[src/rtl/sar_seq_pkg.sv]
package sar_seq_pkg;

    typedef enum logic [1:0] {
        ST_IDLE  = 2'd0,
        ST_SYNC  = 2'd1,
        ST_CONV  = 2'd2,
        ST_RECOV = 2'd3
    } seq_state_e;

    localparam int unsigned BYTE_W = 8;

    localparam logic [1:0] ADDR_CTRL = 2'd0;
    localparam logic [1:0] ADDR_CFG  = 2'd1;
    localparam logic [1:0] ADDR_RLO  = 2'd2;
    localparam logic [1:0] ADDR_RHI  = 2'd3;

    localparam int CTRL_EN_BIT  = 0;
    localparam int CTRL_GO_BIT  = 1;
    localparam int CTRL_CH_LSB  = 2;
    localparam int CFG_LEFT_BIT = 0;
    localparam int CFG_SEL_LSB  = 1;
    localparam int CFG_FLAG_BIT = 7;

endpackage

[src/rtl/sar_seq_tad_div.sv]
module sar_seq_tad_div #(
    parameter int SEL_W = 2
) (
    input  logic             clk,
    input  logic             rst_n,
    input  logic             run_i,
    input  logic [SEL_W-1:0] sel_i,
    output logic             tick_o
);
    localparam int MAX_DIV = 2 << ((1 << SEL_W) - 1);
    localparam int CNT_W   = $clog2(MAX_DIV);

    typedef struct packed {
        logic [CNT_W-1:0] cnt;
    } div_t;

    div_t d, q;
    logic [CNT_W-1:0] lim;

    always_comb begin
        lim    = CNT_W'((32'd2 << sel_i) - 32'd1);
        tick_o = run_i && (q.cnt >= lim);
        d      = q;
        if (!run_i || tick_o) begin
            d.cnt = '0;
        end else begin
            d.cnt = q.cnt + 1'b1;
        end
    end

    always_ff @(posedge clk) begin
        if (!rst_n) begin
            q <= '0;
        end else begin
            q <= d;
        end
    end

    // ticks are separated by at least two system clocks
    a_r2_tick_spacing: assert property (@(posedge clk) disable iff (!rst_n)
        tick_o |=> !tick_o);

endmodule

[src/rtl/sar_seq_fsm.sv]
module sar_seq_fsm
    import sar_seq_pkg::*;
#(
    parameter int RES_W      = 10,
    parameter int RECOV_TADS = 2
) (
    input  logic             clk,
    input  logic             rst_n,
    input  logic             en_i,
    input  logic             go_i,
    input  logic             tick_i,
    input  logic             cmp_i,
    output logic             ready_o,
    output logic             hold_o,
    output logic             acq_o,
    output logic [RES_W-1:0] trial_o,
    output logic             done_o,
    output logic [RES_W-1:0] result_o
);
    localparam int TADS  = RES_W + 1;
    localparam int TAD_W = $clog2(TADS + 1);
    localparam int RC_W  = (RECOV_TADS > 1) ? $clog2(RECOV_TADS) : 1;

    typedef struct packed {
        seq_state_e       state;
        logic [TAD_W-1:0] tad;
        logic [RES_W-1:0] sar;
        logic [RC_W-1:0]  rc;
    } fsm_t;

    fsm_t d, q;
    logic [RES_W-1:0] resolved;
    int               idx;

    // next trial word: settle the current bit, arm the one below
    always_comb begin
        idx      = TADS - int'(q.tad);
        resolved = q.sar;
        for (int b = 0; b < RES_W; b++) begin
            if (b == idx && cmp_i) begin
                resolved[b] = 1'b0;
            end
            if (b + 1 == idx) begin
                resolved[b] = 1'b1;
            end
        end
    end

    always_comb begin
        d      = q;
        done_o = 1'b0;
        if (!en_i) begin
            d.state = ST_IDLE;
        end else begin
            case (q.state)
                ST_IDLE: begin
                    if (go_i) begin
                        d.state = ST_SYNC;
                    end
                end
                ST_SYNC: begin
                    if (!go_i) begin
                        d.state = ST_RECOV;
                        d.rc    = '0;
                    end else if (tick_i) begin
                        d.state = ST_CONV;
                        d.tad   = TAD_W'(1);
                        d.sar   = '0;
                    end
                end
                ST_CONV: begin
                    if (!go_i) begin
                        d.state = ST_RECOV;
                        d.rc    = '0;
                    end else if (tick_i) begin
                        if (q.tad == TAD_W'(1)) begin
                            d.sar = {1'b1, {(RES_W-1){1'b0}}};
                        end else begin
                            d.sar = resolved;
                        end
                        d.tad = q.tad + 1'b1;
                        if (q.tad == TAD_W'(TADS)) begin
                            done_o  = 1'b1;
                            d.state = ST_IDLE;
                        end
                    end
                end
                ST_RECOV: begin
                    if (tick_i) begin
                        if (q.rc == RC_W'(RECOV_TADS - 1)) begin
                            d.state = ST_IDLE;
                        end else begin
                            d.rc = q.rc + 1'b1;
                        end
                    end
                end
                default: d.state = ST_IDLE;
            endcase
        end
    end

    assign result_o = resolved;
    assign ready_o  = (q.state == ST_IDLE);
    assign hold_o   = (q.state == ST_CONV);
    assign acq_o    = en_i && ((q.state == ST_IDLE) || (q.state == ST_SYNC));
    assign trial_o  = hold_o ? q.sar : '0;

    always_ff @(posedge clk) begin
        if (!rst_n) begin
            q <= '0;
        end else begin
            q <= d;
        end
    end

    // trial word only moves on a conversion-clock tick
    a_r4_sar_steady: assert property (@(posedge clk) disable iff (!rst_n)
        !tick_i |=> $stable(q.sar));

    // a busy sequencer that loses its start bit goes to recovery
    a_r7_abort_to_recovery: assert property (@(posedge clk) disable iff (!rst_n)
        ((q.state == ST_SYNC || q.state == ST_CONV) && en_i && !go_i)
            |=> (q.state == ST_RECOV));

    // the start bit cannot be set while recovering
    a_r8_no_start_in_recovery: assert property (@(posedge clk) disable iff (!rst_n)
        (q.state == ST_RECOV) |-> !go_i);

    // period counter stays inside the 11 hold periods
    a_r2_tad_bound: assert property (@(posedge clk) disable iff (!rst_n)
        (q.state == ST_CONV) |-> (q.tad >= TAD_W'(1) && q.tad <= TAD_W'(TADS)));

endmodule

[src/rtl/sar_seq_fmt.sv]
module sar_seq_fmt
    import sar_seq_pkg::*;
#(
    parameter int RES_W = 10
) (
    input  logic [RES_W-1:0]  raw_i,
    input  logic              left_i,
    output logic [BYTE_W-1:0] hi_o,
    output logic [BYTE_W-1:0] lo_o
);
    localparam int PAD = 2 * BYTE_W - RES_W;

    logic [2*BYTE_W-1:0] pair;

    generate
        if (PAD == 0) begin : g_full
            assign pair = raw_i;
        end else begin : g_pad
            always_comb begin
                if (left_i) begin
                    pair = {raw_i, {PAD{1'b0}}};
                end else begin
                    pair = {{PAD{1'b0}}, raw_i};
                end
            end
        end
    endgenerate

    assign hi_o = pair[2*BYTE_W-1:BYTE_W];
    assign lo_o = pair[BYTE_W-1:0];

endmodule

[src/rtl/sar_seq_regs.sv]
module sar_seq_regs
    import sar_seq_pkg::*;
#(
    parameter int CH_W  = 4,
    parameter int SEL_W = 2
) (
    input  logic              clk,
    input  logic              rst_n,
    input  logic              wr_i,
    input  logic [1:0]        addr_i,
    input  logic [BYTE_W-1:0] wdata_i,
    input  logic              ready_i,
    input  logic              done_i,
    input  logic [BYTE_W-1:0] load_hi_i,
    input  logic [BYTE_W-1:0] load_lo_i,
    output logic              en_o,
    output logic              go_o,
    output logic [CH_W-1:0]   chan_o,
    output logic              left_o,
    output logic [SEL_W-1:0]  sel_o,
    output logic              flag_o,
    output logic [BYTE_W-1:0] hi_o,
    output logic [BYTE_W-1:0] lo_o
);
    typedef struct packed {
        logic              en;
        logic              go;
        logic [CH_W-1:0]   chan;
        logic              left;
        logic [SEL_W-1:0]  sel;
        logic              flag;
        logic [BYTE_W-1:0] hi;
        logic [BYTE_W-1:0] lo;
    } regs_t;

    regs_t d, q;

    always_comb begin
        d = q;
        if (wr_i) begin
            case (addr_i)
                ADDR_CTRL: begin
                    d.en   = wdata_i[CTRL_EN_BIT];
                    d.chan = wdata_i[CTRL_CH_LSB +: CH_W];
                    if (!wdata_i[CTRL_EN_BIT] || !wdata_i[CTRL_GO_BIT]) begin
                        d.go = 1'b0;
                    end else if (q.en && ready_i) begin
                        d.go = 1'b1;
                    end
                end
                ADDR_CFG: begin
                    d.left = wdata_i[CFG_LEFT_BIT];
                    d.sel  = wdata_i[CFG_SEL_LSB +: SEL_W];
                    d.flag = wdata_i[CFG_FLAG_BIT];
                end
                ADDR_RLO: d.lo = wdata_i;
                ADDR_RHI: d.hi = wdata_i;
                default: ;
            endcase
        end
        if (done_i) begin
            d.go   = 1'b0;
            d.flag = 1'b1;
            d.hi   = load_hi_i;
            d.lo   = load_lo_i;
        end
    end

    always_ff @(posedge clk) begin
        if (!rst_n) begin
            q <= '0;
        end else begin
            q <= d;
        end
    end

    assign en_o   = q.en;
    assign go_o   = q.go;
    assign chan_o = q.chan;
    assign left_o = q.left;
    assign sel_o  = q.sel;
    assign flag_o = q.flag;
    assign hi_o   = q.hi;
    assign lo_o   = q.lo;

    // start can only rise when the block was already enabled
    a_r9_start_needs_prior_enable: assert property (@(posedge clk) disable iff (!rst_n)
        $rose(q.go) |-> $past(q.en));

    // completion clears start and raises the flag
    a_r5_done_updates: assert property (@(posedge clk) disable iff (!rst_n)
        done_i |=> (!q.go && q.flag));

    // the flag only drops through a config write
    a_r11_flag_sticky: assert property (@(posedge clk) disable iff (!rst_n)
        (q.flag && !(wr_i && addr_i == ADDR_CFG)) |=> q.flag);

    // result bytes change only by completion or a result write
    a_r10_result_kept: assert property (@(posedge clk) disable iff (!rst_n)
        (!done_i && !(wr_i && addr_i[1])) |=> $stable({q.hi, q.lo}));

endmodule

[src/rtl/sar_seq.sv]
module sar_seq
    import sar_seq_pkg::*;
#(
    parameter int RES_W      = 10,
    parameter int CH_W       = 4,
    parameter int SEL_W      = 2,
    parameter int RECOV_TADS = 2
) (
    input  logic              clk,
    input  logic              rst_n,
    input  logic              wr_en,
    input  logic [1:0]        wr_addr,
    input  logic [7:0]        wr_data,
    input  logic              cmp_in,
    output logic [RES_W-1:0]  trial_code,
    output logic              hold_o,
    output logic              acq_o,
    output logic              go_o,
    output logic              flag_o,
    output logic [CH_W-1:0]   chan_o,
    output logic [7:0]        res_hi,
    output logic [7:0]        res_lo
);
    logic              en, ready, tick, done, left;
    logic [SEL_W-1:0]  sel;
    logic [RES_W-1:0]  result;
    logic [BYTE_W-1:0] load_hi, load_lo;

    sar_seq_regs #(.CH_W(CH_W), .SEL_W(SEL_W)) u_regs (
        .clk      (clk),
        .rst_n    (rst_n),
        .wr_i     (wr_en),
        .addr_i   (wr_addr),
        .wdata_i  (wr_data),
        .ready_i  (ready),
        .done_i   (done),
        .load_hi_i(load_hi),
        .load_lo_i(load_lo),
        .en_o     (en),
        .go_o     (go_o),
        .chan_o   (chan_o),
        .left_o   (left),
        .sel_o    (sel),
        .flag_o   (flag_o),
        .hi_o     (res_hi),
        .lo_o     (res_lo)
    );

    sar_seq_tad_div #(.SEL_W(SEL_W)) u_div (
        .clk   (clk),
        .rst_n (rst_n),
        .run_i (en),
        .sel_i (sel),
        .tick_o(tick)
    );

    sar_seq_fsm #(.RES_W(RES_W), .RECOV_TADS(RECOV_TADS)) u_fsm (
        .clk     (clk),
        .rst_n   (rst_n),
        .en_i    (en),
        .go_i    (go_o),
        .tick_i  (tick),
        .cmp_i   (cmp_in),
        .ready_o (ready),
        .hold_o  (hold_o),
        .acq_o   (acq_o),
        .trial_o (trial_code),
        .done_o  (done),
        .result_o(result)
    );

    sar_seq_fmt #(.RES_W(RES_W)) u_fmt (
        .raw_i (result),
        .left_i(left),
        .hi_o  (load_hi),
        .lo_o  (load_lo)
    );

endmodule

[config.mk]
export PLATFORM = sky130hd
export DESIGN_NAME = sar_seq
export DESIGN_NICKNAME = d
export VERILOG_FILES = /design/src/rtl/sar_seq_pkg.sv /design/src/rtl/sar_seq_tad_div.sv /design/src/rtl/sar_seq_fsm.sv /design/src/rtl/sar_seq_fmt.sv /design/src/rtl/sar_seq_regs.sv /design/src/rtl/sar_seq.sv
export SDC_FILE = /design/constraint.sdc
export NUM_CORES = 1
export LEC_CHECK = 0
export BUFFER_PORTS_ARGS = -buffer_cell sky130_fd_sc_hd__buf_2
export CAP_MARGIN = 25
export CORE_ASPECT_RATIO = 1.4
export CORE_MARGIN = 3
export CORE_UTILIZATION = 51
export CTS_CLUSTER_DIAMETER = 50
export DETAILED_ROUTE_END_ITERATION = 10
export PLACE_DENSITY_LB_ADDON = 0.1
export RECOVER_POWER = 25
export SKIP_CTS_REPAIR_TIMING = 1
export SYNTH_ARGS = -nofsm -noshare
export SYNTH_HDL_FRONTEND = slang
export SYNTH_SLANG_ARGS = --single-unit
export TNS_END_PERCENT = 10
[constraint.sdc]
create_clock -name clk -period 1.95 [get_ports clk]
set_clock_uncertainty 0.2 [all_clocks]
set_input_delay 0.585 -clock clk [delete_from_list [all_inputs] [get_ports clk]]
set_output_delay 0.585 -clock clk [all_outputs]
set_load 0.01 [all_outputs]
After elaboration in Yosys (flattened, before gate mapping):

Cells that the tools add are included.

* bits in registers: 47
* bits of input ports: 14
* output and inout port bits: 34

* reductions and logical operators: 42
* muxes and demuxes: 51
* equality and inequality tests: 29
* order comparisons: 1
* shift operators: 1
* bitwise operators: 1
* add/subtract/negate cells: 5

Operator list (count)
* equality test 4 x 32 -> 1 bit (first input constant): 4
* equality test 5 x 32 -> 1 bit (first input constant): 3
* equality test 3 x 32 -> 1 bit (first input constant): 2
* two-way mux 16 bit: 3
* two-way mux 17 bit: 2
* equality test 2 x 32 -> 1 bit (first input constant): 1
* logical NOT 32 bit: 1
* two-way mux 1 bit: 31
* two-way mux 14 bit: 2
* one-hot mux 14 bit (2 select lines): 1
* two-way mux 10 bit: 2
* two-way mux 8 bit: 2
* inequality test 2 bit (second input constant): 7
* nonzero test 2 bit: 7
* logical AND 1 bit: 13
* two-way mux 2 bit: 6
* AND reduction 2 bit: 6
* AND reduction 6 bit: 2
* inequality test 3 bit (second input constant): 3
* adder 4 x 1 -> 4 bit (second input constant): 2
* equality test 2 bit (second input constant): 4
* one-hot mux 2 bit (4 select lines): 1
* OR reduction 2 bit: 3
* subtractor 4 x 4 -> 5 bit (first input constant): 1
* other kinds (15): 21

Longest topological paths before layout:

* word-level depth: 10
* mapped depth: 8

Cells and area by module:

From an unflattened synthesis, not the netlist that was laid out.

* cell total of the unflattened synthesis: 315
* area total of the unflattened synthesis: 2680.1 um^2

Modules (own cells, without submodules)
* sar_seq_fsm: cells each 156, area an instance 1237.4 um^2, times used 1, seq. area each 340.3 um^2
* sar_seq_regs: cells each 115, area an instance 1049.8 um^2, times used 1, seq. area each 520.5 um^2
* sar_seq_tad_div: cells each 26, area an instance 235.2 um^2, times used 1, seq. area each 80.1 um^2
* sar_seq_fmt: cells each 18, area an instance 157.7 um^2, times used 1, seq. area each 0.0 um^2

Least setup slack after synthesis:

Ideal clock, no wire load.

* path type: reg2out
* start point: register u_fsm.q[15] (netlist bit)
* end point: output port trial_code[0]
* data arrival time: 1.391 ns
* path buffers: 2
* path slack: -0.226 ns
* cell stages (with the launch flop): 6
* required time: 1.165 ns
* cells stage by stage: dfxtp_1 inv_1 ha_1 clkbuf_1 clkbuf_1 and2_1

* cells in the longest elaborated chain, start to end: 2

Ends and longest elaborated chain
* start, declared: RTL line sar_seq_fsm.sv:31 `fsm_t d, q;`
* start signal, assigned: RTL line sar_seq_fsm.sv:110 `q <= '0;`
* start signal, assigned: RTL line sar_seq_fsm.sv:112 `q <= d;`
* equality test 2 bit: RTL line sar_seq_fsm.sv:104 `assign hold_o = (q.state == ST_CONV);`
* net hold_o: RTL line sar_seq.sv:16 `output logic hold_o,`
* two-way mux 10 bit: RTL line sar_seq_fsm.sv:106 `assign trial_o = hold_o ? q.sar : '0;`
* end, declared: RTL line sar_seq.sv:15 `output logic [RES_W-1:0] trial_code,`

The timed path passes the listed nets, and every way through them passes these cells.

Final worst setup path:

* start point: register u_fsm.q[15] (netlist bit)
* end point: output port trial_code[5]

* cells in the longest elaborated chain, start to end: 2

Ends and longest elaborated chain (RTL line)
* equality test 2 bit: sar_seq_fsm.sv:104
* two-way mux 10 bit: sar_seq_fsm.sv:106

Every way passes these cells.

==> results.md <==
- Crit path time final: about 2.1 ns
- Leading post-synthesis cells by cell area: dfxtp_1 34%, mux2i_1 9.3%, ha_1 5.4%
- Sequential area share after synthesis: 0.337
- Final nets: between 400 and 500
- Effective utilization at floorplan: 0.534
- Synth top area share: 0.337
- Hold Path Depth: 2
- Synth cell count leaders: 47 x dfxtp_1, 26 x mux2i_1, 22 x nand2_1, 21 x nor2_1, 17 x a21oi_1
- Final Wtd Congestion: around 0.86
- Vias per cell: roughly 6.0
- Leading area contributor after synthesis: dfxtp_1
- Mapped Area: around 2800 µm²
- Drt pass-1 iters: 5
- Chip width: roughly 70 µm
- Worst-path clk slew: ~0.080 ns
- Num ports: 48
- Detail Route Antenna Nets: 0
- Die area: 6420 µm²
- Crit path DAT: roughly 1.3 ns
- Hold path start: u_fsm.q[2]
- Post-synthesis cell count: 306
- Synth cell types: between 60 and 70
- M2 GR Usage: 0.382
- Buffers added on ports: 47
- Final setup viols: 13
- Setup TNS: -1.36 ns
- Initial DRC count: 170
- Global route total overflow: 0
- Worst Path Max Fanout: 7
- Violated checks: negative setup slack
- Root Driver: clkbuf_8
- CTS tree: done
- Seq cells post-synth: 47
- Net Count, Synth: around 330
- CP Launch Type: flip-flop
- Max_slew headroom: 0.676
- RSZ-0062 raised after global routing: true
- Final Worst Setup Slack: -0.127 ns
- Die height: 93.6 µm
- Worst R2R Setup Slack: -0.03 ns
- Fin util: 0.715
- M1 GR Usage: 0.306
- Ys async rst share: 0
- R2r endpoint: u_fsm.q[15]
- First-pass GRT wire length: about 12000 µm
- Row count: 31
- Max cap viols: 0
- Outcome: finished with violations
- Wire per inst: ~18 µm
- Final max-slew violation count: 0
- Fraction of layout cells with a size suffix above 1: 0.399
- Final WL: 7910 µm
- FF-to-FF path depth: 8
- # diodes: 0
- Initial antenna violation count: 0
- Synth warn: 0
- Pin count of the biggest net entering global routing: 25
- Busiest grt layer: met2
- Worst IR Drop VDD: around 0.00036 V
- EDFF count, synth: 0
- Setup crit end kind: output pin
- Fill cells: 420
- GR Util All Layers: 0.232
- Fin crit share: 1.07
- Worst Tran Pin Value: about 0.49 ns
- Fin Hold WS: 0.283 ns
- R2R Path Start: u_regs.sel_o[1]
- Leak Pwr: 0.00152 µW
- Vias in the first global route: ~2400
- Hold Path End: u_fsm.q[2]
- Core area: 5240 µm²
- Max Freq: ~480 MHz
- Deepest clock path buffer count: 2
- Via count: 2674
- Worst setup path class: reg -> out
- DRC errors left: 0
- Skew-Pair Late Insertion Delay: 0.30 ns
- TritonCTS Buffers: 5
- Ys flop type: dfxtp_1
- Hold WC Path Type: reg -> reg
- Final hold vios: 0
- Most frequent cell after synthesis: dfxtp_1
- CP Data Required Time: 1.16 ns
- Clk sinks: 47
- Syn_area_per_cell: just over 9 µm²
- GR Layer Usage met3: 0.0349
- PwrDens: around 460 nW/µm²
- Detailed Place HPWL: 5230 µm
- Area growth syn-to-layout: 34.0%
- CTS H-tree lvls: 2
cells by family (layout without fill, tap and decap cells):
family          after synthesis  count (layout)  synth area share
compound gates               81              81             0.213
xor+xnor                      2               2           0.00627
fa+ha+maj                    12              12            0.0537
buf+inv                      32             106            0.0618
flops                        47              47             0.337
mux                          33              33             0.121
simple gates                 99             100             0.207
cell type report:
class | count | area, µm² | share of cell area
Sequential cell | 47 | 958 | 0.256
Clock buffer | 6 | 72.6 | 0.0194
Tap cell | 66 | 82.6 | 0.0221
Clock inverter | 2 | 12.5 | 0.00334
Inverter | 13 | 51.3 | 0.0137
Timing Repair Buffer | 85 | 622 | 0.166
Multi-Input combinational cell | 228 | 1940 | 0.519
metrics by stage:
| step | setup WS, ns | cell area [µm²] | power [µW] | std cells |
|---|---|---|---|---|
| global placement | -0.0682 | 3240 | 1170 | 430 |
| floorplan | 0.0129 | 2810 | 1100 | 306 |
| CTS | -0.241 | 3320 | 1750 | 438 |
| detailed placement | -0.161 | 3240 | 1170 | 430 |
| global route | -0.171 | 3740 | 1800 | 447 |
| finish | -0.127 | 3740 | 1740 | 447 |
state kept, by name, indices dropped and copies added, names as in the netlist:
register,count
u_regs.chan_o,4
u_regs.go_o,1
u_fsm.q,17
u_div.q,4
u_regs.en_o,1
u_regs.sel_o,2
u_regs.lo_o,8
u_regs.left_o,1
u_regs.flag_o,1
u_regs.hi_o,8
metal layers:
metal  share of wire  wire [µm]  vias to the layer above
met1            0.40       3190                     1298
met4           0.019        151                        0
met3           0.054        429                       13
met5               0          0                        -
li1                -          -                     1281
met2            0.52       4140                       82
worst max-delay path, stage by stage, from the launching register on:
cell and delay [ns]:
dfxtp_4 0.38, inv_4 0.05, ha_4 0.16, buf_8 0.13
and2_4 0.15, buf_6 0.11
report_power, final:
part           total (µW)  switching, µW  internal (µW)
clock                 588            337            251
combinational         168           91.5           76.3
sequential            985           12.3            973
total                1740            440           1300
how the worst max path moves through the flow:
stage,from,to,slack [ns],cells past startpoint
after floorplan,u_regs.sel_o[1],u_fsm.q[11],0.01,8
after global placement,u_regs.sel_o[1],u_fsm.q[14],-0.07,7
after detailed placement,u_regs.sel_o[1],u_fsm.q[14],-0.16,7
after CTS,u_fsm.q[15],trial_code[9],-0.24,4
after global routing,u_fsm.q[15],trial_code[2],-0.17,5
final,u_fsm.q[15],trial_code[5],-0.13,5
cell usage in the layout, fill, tap and decap left out, drive strengths merged, types with 2 or more instances in the layout:
cell     count
a221oi       2
a21oi       22
nor2b        2
a22o         6
o21ai       12
or4b         2
ha          12
nand4b       6
nor2        23
nand4        8
mux2i       26
clkbuf      12
a211oi       9
o211a        2
o21a         6
a211o        2
dfxtp       47
o21bai       2
inv         13
nand2       22
nand3b       3
nand4bb      2
a22oi        2
mux2         7
and4         3
nor4         3
nand3        6
and2        12
buf         79
a31oi        3
nor3b        2
Power figures use the tool's default switching activity.
